--- config.mk ---
export PLATFORM = sky130hd
export DESIGN_NAME = pwrdn_wake_ctrl
export DESIGN_NICKNAME = d
export VERILOG_FILES = /design/src/rtl/pwrdn_pkg.sv /design/src/rtl/pwrdn_sync.sv /design/src/rtl/pwrdn_wake_sel.sv /design/src/rtl/pwrdn_fsm.sv /design/src/rtl/pwrdn_wake_ctrl.sv
export SDC_FILE = /design/constraint.sdc
export NUM_CORES = 1
export LEC_CHECK = 0
export ABC_AREA = 1
export ABC_CLOCK_PERIOD_IN_PS = 1000
export CAP_MARGIN = 25
export CORE_MARGIN = 2
export CORE_UTILIZATION = 38
export DETAILED_ROUTE_END_ITERATION = 6
export PLACE_DENSITY_LB_ADDON = 0.3
export SLEW_MARGIN = 30
export SYNTH_ARGS = -nofsm -noshare
export SYNTH_HDL_FRONTEND = slang
export SYNTH_SLANG_ARGS = --single-unit
--- constraint.sdc ---
create_clock -name clk -period 1 [get_ports clk]
set_clock_uncertainty 0.15 [all_clocks]
set_input_delay 0.2 -clock clk [delete_from_list [all_inputs] [get_ports clk]]
set_output_delay 0.2 -clock clk [all_outputs]
set_load 0.005 [all_outputs]
--- src/rtl/pwrdn_pkg.sv ---
package pwrdn_pkg;
  typedef enum logic {
    ST_RUN  = 1'b0,
    ST_HALT = 1'b1
  } pd_state_e;
endpackage

--- src/rtl/pwrdn_sync.sv ---
module pwrdn_sync #(
  parameter int WIDTH  = 1,
  parameter int STAGES = 2
) (
  input  logic             clk,
  input  logic             rst,
  input  logic [WIDTH-1:0] d_i,
  output logic [WIDTH-1:0] q_o
);
  logic [WIDTH-1:0] chain [STAGES];

  always_ff @(posedge clk) begin
    if (rst) chain[0] <= '0;
    else     chain[0] <= d_i;
  end

  for (genvar s = 1; s < STAGES; s++) begin : g_stage
    always_ff @(posedge clk) begin
      if (rst) chain[s] <= '0;
      else     chain[s] <= chain[s-1];
    end
  end

  assign q_o = chain[STAGES-1];
endmodule

--- src/rtl/pwrdn_wake_sel.sv ---
module pwrdn_wake_sel #(
  parameter int N_INT = 4
) (
  input  logic [N_INT-1:0] low_i,
  input  logic [N_INT-1:0] en_i,
  input  logic             global_i,
  output logic             any_o,
  output logic [N_INT-1:0] pick_o
);
  logic [N_INT-1:0] qual;

  always_comb begin
    qual   = low_i & en_i & {N_INT{global_i}};
    pick_o = '0;
    for (int i = N_INT - 1; i >= 0; i--) begin
      if (qual[i]) pick_o = N_INT'(1) << i;
    end
    any_o = |qual;
  end
endmodule

--- src/rtl/pwrdn_fsm.sv ---
module pwrdn_fsm
  import pwrdn_pkg::*;
#(
  parameter int N_INT = 4
) (
  input  logic             clk,
  input  logic             rst,
  input  logic             pd_write_i,
  input  logic             insn_done_i,
  input  logic             rst_wake_i,
  input  logic             int_any_i,
  input  logic [N_INT-1:0] int_pick_i,
  output logic             clk_en_o,
  output logic             strobe_low_o,
  output logic             restart_o,
  output logic [N_INT-1:0] int_wake_o
);
  pd_state_e state;
  logic      pend;

  always_ff @(posedge clk) begin
    if (rst) begin
      state        <= ST_RUN;
      pend         <= 1'b0;
      clk_en_o     <= 1'b1;
      strobe_low_o <= 1'b0;
      restart_o    <= 1'b0;
      int_wake_o   <= '0;
    end else begin
      restart_o  <= 1'b0;
      int_wake_o <= '0;
      unique case (state)
        ST_RUN: begin
          if (rst_wake_i) begin
            pend <= 1'b0;
          end else if (insn_done_i && (pend || pd_write_i)) begin
            state        <= ST_HALT;
            pend         <= 1'b1;
            clk_en_o     <= 1'b0;
            strobe_low_o <= 1'b1;
          end else if (pd_write_i) begin
            pend <= 1'b1;
          end
        end
        ST_HALT: begin
          if (rst_wake_i || int_any_i) begin
            state        <= ST_RUN;
            pend         <= 1'b0;
            clk_en_o     <= 1'b1;
            strobe_low_o <= 1'b0;
            if (rst_wake_i) restart_o  <= 1'b1;
            else            int_wake_o <= int_pick_i;
          end
        end
        default: state <= ST_RUN;
      endcase
    end
  end
endmodule

--- src/rtl/pwrdn_wake_ctrl.sv ---
module pwrdn_wake_ctrl #(
  parameter int N_INT       = 4,
  parameter int SYNC_STAGES = 2
) (
  input  logic             clk,
  input  logic             rst,
  input  logic             pd_write_i,
  input  logic             insn_done_i,
  input  logic             rst_pin_i,
  input  logic [N_INT-1:0] ext_int_n_i,
  input  logic [N_INT-1:0] int_en_i,
  input  logic             global_en_i,
  output logic             core_clk_en_o,
  output logic             strobe_low_o,
  output logic             restart_zero_o,
  output logic [N_INT-1:0] int_wake_o
);
  localparam int SYNC_W = N_INT + 1;

  logic [SYNC_W-1:0] raw_lvl;
  logic [SYNC_W-1:0] syn_lvl;
  logic              int_any;
  logic [N_INT-1:0]  int_pick;

  assign raw_lvl = {rst_pin_i, ~ext_int_n_i};

  pwrdn_sync #(.WIDTH(SYNC_W), .STAGES(SYNC_STAGES)) u_sync (
    .clk (clk),
    .rst (rst),
    .d_i (raw_lvl),
    .q_o (syn_lvl)
  );

  pwrdn_wake_sel #(.N_INT(N_INT)) u_sel (
    .low_i    (syn_lvl[N_INT-1:0]),
    .en_i     (int_en_i),
    .global_i (global_en_i),
    .any_o    (int_any),
    .pick_o   (int_pick)
  );

  pwrdn_fsm #(.N_INT(N_INT)) u_fsm (
    .clk          (clk),
    .rst          (rst),
    .pd_write_i   (pd_write_i),
    .insn_done_i  (insn_done_i),
    .rst_wake_i   (syn_lvl[N_INT]),
    .int_any_i    (int_any),
    .int_pick_i   (int_pick),
    .clk_en_o     (core_clk_en_o),
    .strobe_low_o (strobe_low_o),
    .restart_o    (restart_zero_o),
    .int_wake_o   (int_wake_o)
  );
endmodule

==> reports/metrics.yaml, run 1 <==
flow_run:
  max-cap-violations: 0
clock_network:
  holdBufCountCts: 0
  root_buf_cell: "sky130_fd_sc_hd__clkbuf_4"
  max-clock-path-buffers: 2
  clkLatencyLatePin_ns: 0.29
  cts_tree: "done"
  clkSinkCount: 19
  cts.clk_slew.worst_paths_ns: 0.11
  htree_levels: 1
  cts_buffers: 3
critical_path:
  worst_path_most_repeated_cell: "sky130_fd_sc_hd__nand2_4"
  timing.rr.end: "u_fsm.strobe_low_o"
  worst_path_cell_chain: "inv_2 -> nand2_2 -> nor2_4 -> nand2_4 -> nand2_4 -> nand3_2 -> nand2_1"
  buffers_inverters_on_critical_path: 1
  timing.critical_path.from_type: "register"
  critical_path.top_delay_family: "simple AND/OR/NAND/NOR gates"
  critPathMaxStageDelay_ns: 0.35
  rr_worst_depth: 7
  worstPathRequired_ns: 1.09
  timing.critical_path.fanout_max: 4
  timing.critical_path.from: "u_sync.chain[1][4]"
  crit_path_top_delay_cell: "sky130_fd_sc_hd__dfxtp_2"
  reg2reg_from: "u_sync.chain[1][4]"
  critical_path.endpoint_type: "register"
  ff2ff_setup_slack_ns: -0.11
  crit_arrival_ns: 1.20
  critPathKind: "register to register"
die:
  boundaryPins: 21
  design.die.area_um2: 2060
  die_h_um: 45.4
  die_wd_um: 45.4
  fp-row-count: 14
  starting_utilization_of_the_core_area_pct: 41.8
  core_area_um2: 1560
placed_design:
  dpl_worst_slack_ns: -0.607
  placed_area_um2: 943
  placedCellCount: 119
  last_weighted_congestion_value_of_the_routability_driven_placer: 0.737
  dp.final_hpwl_um: 929
  input_output_buffers: 20
sta:
  rsz0062_at_grt: "true"
  slew_headroom_pct: 86.7
  fin_worst_hold_slack_ns: 0.179
  final.setup.tns_ns: -1.35
  tightest_slew_ns: 0.200
  slew_viol_final: 0
  min_period_ns: 1.11
  finalSetupViolCount: 16
  maxClockFrequency_mhz: 900
  final-hold-violation-count: 0
  worst_slack_ns: -0.111
  crit_share_post_route_pct: 111
finish:
  multi_input_comb_area_um2: 258
  final_design_area_no_fill_um2: 1010
  filler_cell_count: 134
  fin_cells: 128
  drive_gt1_share_pct: 41.1
  layout.core_utilization_pct: 64.9
  antenna_cells: 0
  ff_latch_area_um2: 389
  finalNetCount: 127
  area_growth_pct: 55.3
worst_hold_path:
  worstHoldPathCells: 3
  timing.hold.worst_endpoint: "u_fsm.int_wake_o[1]"
  min-delay-start: "int_en_i[1]"
  min_path_type: "primary input to register"
yosys:
  netlist_top_cells_area: "sky130_fd_sc_hd__dfxtp_1 (58%), sky130_fd_sc_hd__inv_1 (7.5%), sky130_fd_sc_hd__nor2_1 (7.5%)"
  syn_inst: 76
  ys_dominant_reg_cell: "sky130_fd_sc_hd__dfxtp_1"
  yosys_register_bits: 19
  syn-mean-instance-area_um2: 8.58
  top_area_cell_type_share_of_the_netlist_area_pct: 58.3
  synth_largest_area_cell: "sky130_fd_sc_hd__dfxtp_1"
  post_synth_most_frequent_cells: "sky130_fd_sc_hd__dfxtp_1 (19), sky130_fd_sc_hd__inv_1 (13), sky130_fd_sc_hd__nor2_1 (13), sky130_fd_sc_hd__nand2_1 (7), sky130_fd_sc_hd__nand3_1 (6)"
  netlist-cell-type-count: 16
  share_of_flip_flops_with_an_asynchronous_set_or_reset_after_synthesis_pct: 0
  synthesis.nets: 90
  seq_area_frac_synth_pct: 58.3
  yosysMostFrequentCell: "sky130_fd_sc_hd__dfxtp_1"
  synth_enable_flop_cells: 0
  synth_warnings: 0
  netlist_area_um2: 652
routing:
  detail-route-antenna-nets: 0
  detail_route.drc_violations: 0
  drtPass1Iterations: 4
  vias: 582
  routed_wire_length_per_instance_um: 10.2
  drt_iter0_markers: 12
  routed_via_density: 4.55
  finalWirelength_mm: 1.31
power:
  peakVddDrop_v: 0.000945
  power_density_nw_per_um2: 1380
  power.total_mw: 1.40
  power_leakage_nw: 0.494
grt:
  grt_max_degree: 13
  globalRoute.totalOverflow: 0
  first_pass_grt_wire_length_mm: 2.36
  via_count_of_the_first_global_routing_pass: 601
  antenna_found_initial: 0
  grt_usage_pct: 16.1
outcome:
  violations: "setup timing"
  status: "complete, but fails checks"
## layout by cell type, fill, tap and decap left out
cell type	count
sky130_fd_sc_hd__a21oi_1	2
sky130_fd_sc_hd__buf_2	6
sky130_fd_sc_hd__buf_4	12
sky130_fd_sc_hd__buf_6	2
sky130_fd_sc_hd__clkbuf_1	1
sky130_fd_sc_hd__clkbuf_4	3
sky130_fd_sc_hd__clkdlybuf4s50_1	8
sky130_fd_sc_hd__dfxtp_1	12
sky130_fd_sc_hd__dfxtp_2	7
sky130_fd_sc_hd__dlygate4sd2_1	5
sky130_fd_sc_hd__inv_1	12
sky130_fd_sc_hd__inv_2	2
sky130_fd_sc_hd__nand2_1	3
sky130_fd_sc_hd__nand2_2	4
sky130_fd_sc_hd__nand2_4	2
sky130_fd_sc_hd__nand3_1	4
sky130_fd_sc_hd__nand3_2	3
sky130_fd_sc_hd__nand4_1	5
sky130_fd_sc_hd__nand4_2	1
sky130_fd_sc_hd__nor2_1	13
sky130_fd_sc_hd__nor2_4	2
sky130_fd_sc_hd__nor3_2	1
sky130_fd_sc_hd__o21ai_0	1
sky130_fd_sc_hd__or2_4	1
## metal layers
layer	global-route usage, %	part of all wire [%]	vias to the layer above
met4	7.06	0	0
li1	-	-	310
met3	3.57	3.7	0
met2	29.9	52	11
met1	16.9	44	261
met5	0	0	-
## layout make-up
class                   instances  area share [%]
repair buffers                 33            26.3
multi-input cells              42            25.5
flip-flops and latches         19            38.4
well taps                      16            1.98
inverters                      14            5.19
clock buffers                   4            2.60
## worst max-delay path by stage
| stage | end | slack [ns] | depth (start not counted) |
|---|---|---|---|
| 3_3_place_gp | u_fsm.strobe_low_o | -0.59 | 8 |
| 5_1_grt | u_fsm.strobe_low_o | -0.18 | 7 |
| 3_5_place_dp | u_fsm.strobe_low_o | -0.61 | 8 |
| 2_1_floorplan | u_fsm.clk_en_o | -0.06 | 6 |
| 4_1_cts | u_fsm.strobe_low_o | -0.11 | 7 |
| 6_report | u_fsm.strobe_low_o | -0.11 | 7 |
## sequential cells by signal (all words and copies together) (netlist names)
| name | flops |
|---|---|
| u_sync.chain | 10 |
| u_fsm.pend | 1 |
| u_fsm.restart_o | 1 |
| u_fsm.state | 1 |
| u_fsm.int_wake_o | 4 |
| u_fsm.clk_en_o | 1 |
| u_fsm.strobe_low_o | 1 |
## worst min-delay path, stage by stage
cell	delay, ns
sky130_fd_sc_hd__dlygate4sd2_1	0.25
sky130_fd_sc_hd__nand4_1	0.09
sky130_fd_sc_hd__nor2_1	0.04
## logic make-up after synthesis
kind of cell    Yosys count  synth area share (%)
compound gates            3                  2.30
simple gates             39                  30.7
flops                    19                  58.3
buf+inv                  15                  8.64
## what timing repair did
action	CTS	global route
gates cloned	0	0
setup endpoints to repair	16	16
setup buffers	3	2
pin swaps	10	9
gates resized for setup	44	4
## where the power goes
| part | switching (mW) | internal, mW | total [mW] |
|---|---|---|---|
| sequential | 0.0152 | 0.795 | 0.810 |
| combinational | 0.0928 | 0.120 | 0.212 |
| clock | 0.224 | 0.155 | 0.379 |
Power figures use the tool's default switching activity.
==> run 2, diff against run 1 <==
ABC_CLOCK_PERIOD_IN_PS = 1350   (was 1000)
CORE_UTILIZATION = 40   (was 38)
clock period = 1.35 ns   (was 1 ns; I/O delays follow)
==> run 2 against run 1 <==
Against the previous run:
- the flow now finishes without violations
- global-route usage is 1.3 points lower
- hold slack better by 0.077 ns
- sequential share of layout area increased by 4.0 points
- non-clock buffer count down 11
- register-to-register slack improved by 0.26 ns
==> reports/metrics.yaml, run 2 (same netlist as run 1, synthesis figures left out) <==
routing:
  finalWirelength_mm: 1.18  # was 1.31 mm
  drtPass1Iterations: 4  # unchanged
  detail-route-antenna-nets: 0  # unchanged
  routed_wire_length_per_instance_um: 10.1  # was 10.2 µm
  detail_route.drc_violations: 0  # unchanged
  drt_iter0_markers: 5  # was 12
  vias: 559  # was 582
  routed_via_density: 4.78  # was 4.55
critical_path:
  crit_arrival_ns: 0.88  # was 1.20 ns
  timing.critical_path.from_type: "register"  # unchanged
  buffers_inverters_on_critical_path: 1  # unchanged
  critPathMaxStageDelay_ns: 0.33  # was 0.35 ns
  critPathKind: "register to primary output"  # was register to register
  crit_path_top_delay_cell: "sky130_fd_sc_hd__dfxtp_2"  # unchanged
  rr_worst_depth: 7  # unchanged
  critical_path_depth: 1  # was 7
  critical_path.endpoint_type: "primary output"  # was register
  timing.critical_path.fanout_max: 2  # was 4
  worst_path_cell_chain: "dlygate4sd2_1"  # was inv_2 -> nand2_2 -> nor2_4 -> nand2_4 -> nand2_4 -> nand3_2 -> nand2_1
  worstPathRequired_ns: 0.93  # was 1.09 ns
  critical_path.top_delay_family: "flip-flops"  # was simple AND/OR/NAND/NOR gates
finish:
  finalNetCount: 116  # was 127
  largest_reg_flops: 10  # unchanged
  layout.cells.most_common: "sky130_fd_sc_hd__dfxtp_1"  # was sky130_fd_sc_hd__nor2_1
  filler_cell_count: 142  # was 134
  fin_cells: 117  # was 128
  most-common-layout-cells: "sky130_fd_sc_hd__dfxtp_1 (17), sky130_fd_sc_hd__nor2_1 (13), sky130_fd_sc_hd__inv_1 (13), sky130_fd_sc_hd__clkdlybuf4s50_1 (12), sky130_fd_sc_hd__dlygate4sd2_1 (8)"  # was sky130_fd_sc_hd__nor2_1 (13), sky130_fd_sc_hd__inv_1 (12), sky130_fd_sc_hd__buf_4 (12), sky130_fd_sc_hd__dfxtp_1 (12), sky130_fd_sc_hd__clkdlybuf4s50_1 (8)
  area_growth_pct: 38.4  # was 55.3%
  antenna_cells: 0  # unchanged
  max_flop_register: "u_sync.chain"  # unchanged
  drive_gt1_share_pct: 15.8  # was 41.1%
  largestRegisters: "u_sync.chain: 10 flops, u_fsm.int_wake_o: 4 flops"  # unchanged
die:
  design.die.area_um2: 1970  # was 2060 µm²
  die_wd_um: 44.4  # was 45.4 µm
  boundaryPins: 21  # unchanged
  core_area_um2: 1520  # was 1560 µm²
  die_h_um: 44.4  # was 45.4 µm
  fp-row-count: 14  # unchanged
  starting_utilization_of_the_core_area_pct: 42.8  # was 41.8%
power:
  peakVddDrop_v: 0.000674  # was 0.000945 V
  power_density_nw_per_um2: 1090  # was 1380 nW/µm²
  sw_frac_of_total_pct: 22.6  # was 23.7%
  power.switching_uw: 223  # was 332 µW
  power.share.combinational_pct: 11.1  # was 15.1%
  internal_power_uw: 763  # was 1.07 mW
  power_leakage_nw: 0.431  # was 0.494 nW
  clockPowerShare_pct: 27.8  # was 27.0%
  pwr-share-seq_pct: 61.2  # was 57.8%
  power.total_uw: 986  # was 1.40 mW
placed_design:
  input_output_buffers: 20  # unchanged
  dp.final_hpwl_um: 946  # was 929 µm
  placedCellCount: 113  # was 119
  last_weighted_congestion_value_of_the_routability_driven_placer: 0.754  # was 0.737
worst_hold_path:
  min_path_type: "register to register"  # was primary input to register
  worstHoldPathCells: 2  # was 3
sta:
  maxClockFrequency_mhz: 770
  slew_headroom_pct: 82.6  # was 86.7%
  tightest_slew_ns: 0.261  # was 0.200 ns
  slew_viol_final: 0  # unchanged
  final-hold-violation-count: 0  # unchanged
  min_period_ns: 1.30
  rsz0062_at_grt: "false"  # was true
  finalSetupViolCount: 0  # was 16
  crit_share_post_route_pct: 96.2
grt:
  first_pass_grt_wire_length_mm: 2.03  # was 2.36 mm
  grt_usage_pct: 14.8  # was 16.1%
  grt_max_degree: 13  # unchanged
  via_count_of_the_first_global_routing_pass: 515  # was 601
  antenna_found_initial: 0  # unchanged
  globalRoute.totalOverflow: 0  # unchanged
outcome:
  status: "finished clean"  # was complete, but fails checks
clock_network:
  max-clock-path-buffers: 2  # unchanged
  cts.clk_slew.worst_paths_ns: 0.10  # was 0.11 ns
  holdBufCountCts: 0  # unchanged
  clkLatencyLatePin_ns: 0.29  # about the same
  cts_buffers: 3  # unchanged
  htree_levels: 1  # unchanged
  clkSinkCount: 19  # unchanged
  root_buf_cell: "sky130_fd_sc_hd__clkbuf_4"  # unchanged
  post-cts-setup-buffer-count: 0  # was 3
  cts_tree: "done"  # unchanged
flow_run:
  max-cap-violations: 0  # unchanged
[run 2: changes by cell type in the layout (fill, tap and decap cells not counted), sizes merged]
cell           before  now
dlygate4sd2         5    8
clkdlybuf4s50       8   12
buf                20    2
[run 2: cell type report]
class | instances | area (µm²) | share of cell area [%]
timing repair buffer | 22 | 205 | 22.7
multi-input combinational | 42 | 215 | 23.9
clock buffer | 4 | 26.3 | 2.91
tap | 16 | 20.0 | 2.22
sequential | 19 | 383 | 42.4
inverter | 14 | 52.6 | 5.83
[run 2: repair_timing]
action,4_1_cts,5_1_grt
endpoints found under the hold margin,0,0
setup endpoints to repair,8,0
resized for setup,10,0
[run 2: path summary, 6_finish.rpt]
path / from / endpoint / slack, ns
hold reg to reg: u_sync.chain[0][2] / u_sync.chain[1][2] / 0.26
hold / removal: u_sync.chain[0][2] / u_sync.chain[1][2] / 0.26
setup reg to reg: u_sync.chain[1][4] / u_fsm.strobe_low_o / 0.15
setup / recovery: u_fsm.strobe_low_o / strobe_low_o / 0.05
[run 2: worst reg2reg max path: stages, from the launching register on]
cell and delay, ns:
sky130_fd_sc_hd__dfxtp_1 0.34, sky130_fd_sc_hd__inv_1 0.10, sky130_fd_sc_hd__nand2_1 0.08, sky130_fd_sc_hd__nor2_2 0.15
sky130_fd_sc_hd__nand2_2 0.10, sky130_fd_sc_hd__nand2_2 0.10, sky130_fd_sc_hd__nand3_1 0.07, sky130_fd_sc_hd__nand2_1 0.06
[run 2: routing by layer]
| layer | vias to the layer above | routed length [µm] | global-route usage, % |
|---|---|---|---|
| met5 | - | 0 | 0 |
| met4 | 0 | 27 | 9.09 |
| met3 | 4 | 43 | 3.67 |
| met2 | 13 | 615 | 27.4 |
| met1 | 253 | 494 | 14.5 |
| li1 | 289 | - | - |
[run 2: through the flow]
step,TNS [ns],util (%),instance area [µm²],setup slack [ns],hold WS [ns]
final,0,59.2,902,0.0517,0.255
after global routing,0,59.2,902,0.0133,0.280
after detailed placement,-2.48,58.0,883,-0.327,0.244
after floorplan,0,-,652,0.277,0.187
after global placement,-2.01,58.0,883,-0.263,0.239
after CTS,0,59.2,902,0.0450,0.257
[run 2: power groups by stage]
stage | Combinational [mW] | Clock [mW] | Sequential (mW)
2_1_floorplan | 0.0491 | 0 | 0.612
3_3_place_gp | 0.112 | 0 | 0.615
3_5_place_dp | 0.116 | 0 | 0.615
4_1_cts | 0.111 | 0.281 | 0.603
5_1_grt | 0.123 | 0.306 | 0.606
6_report | 0.109 | 0.274 | 0.603
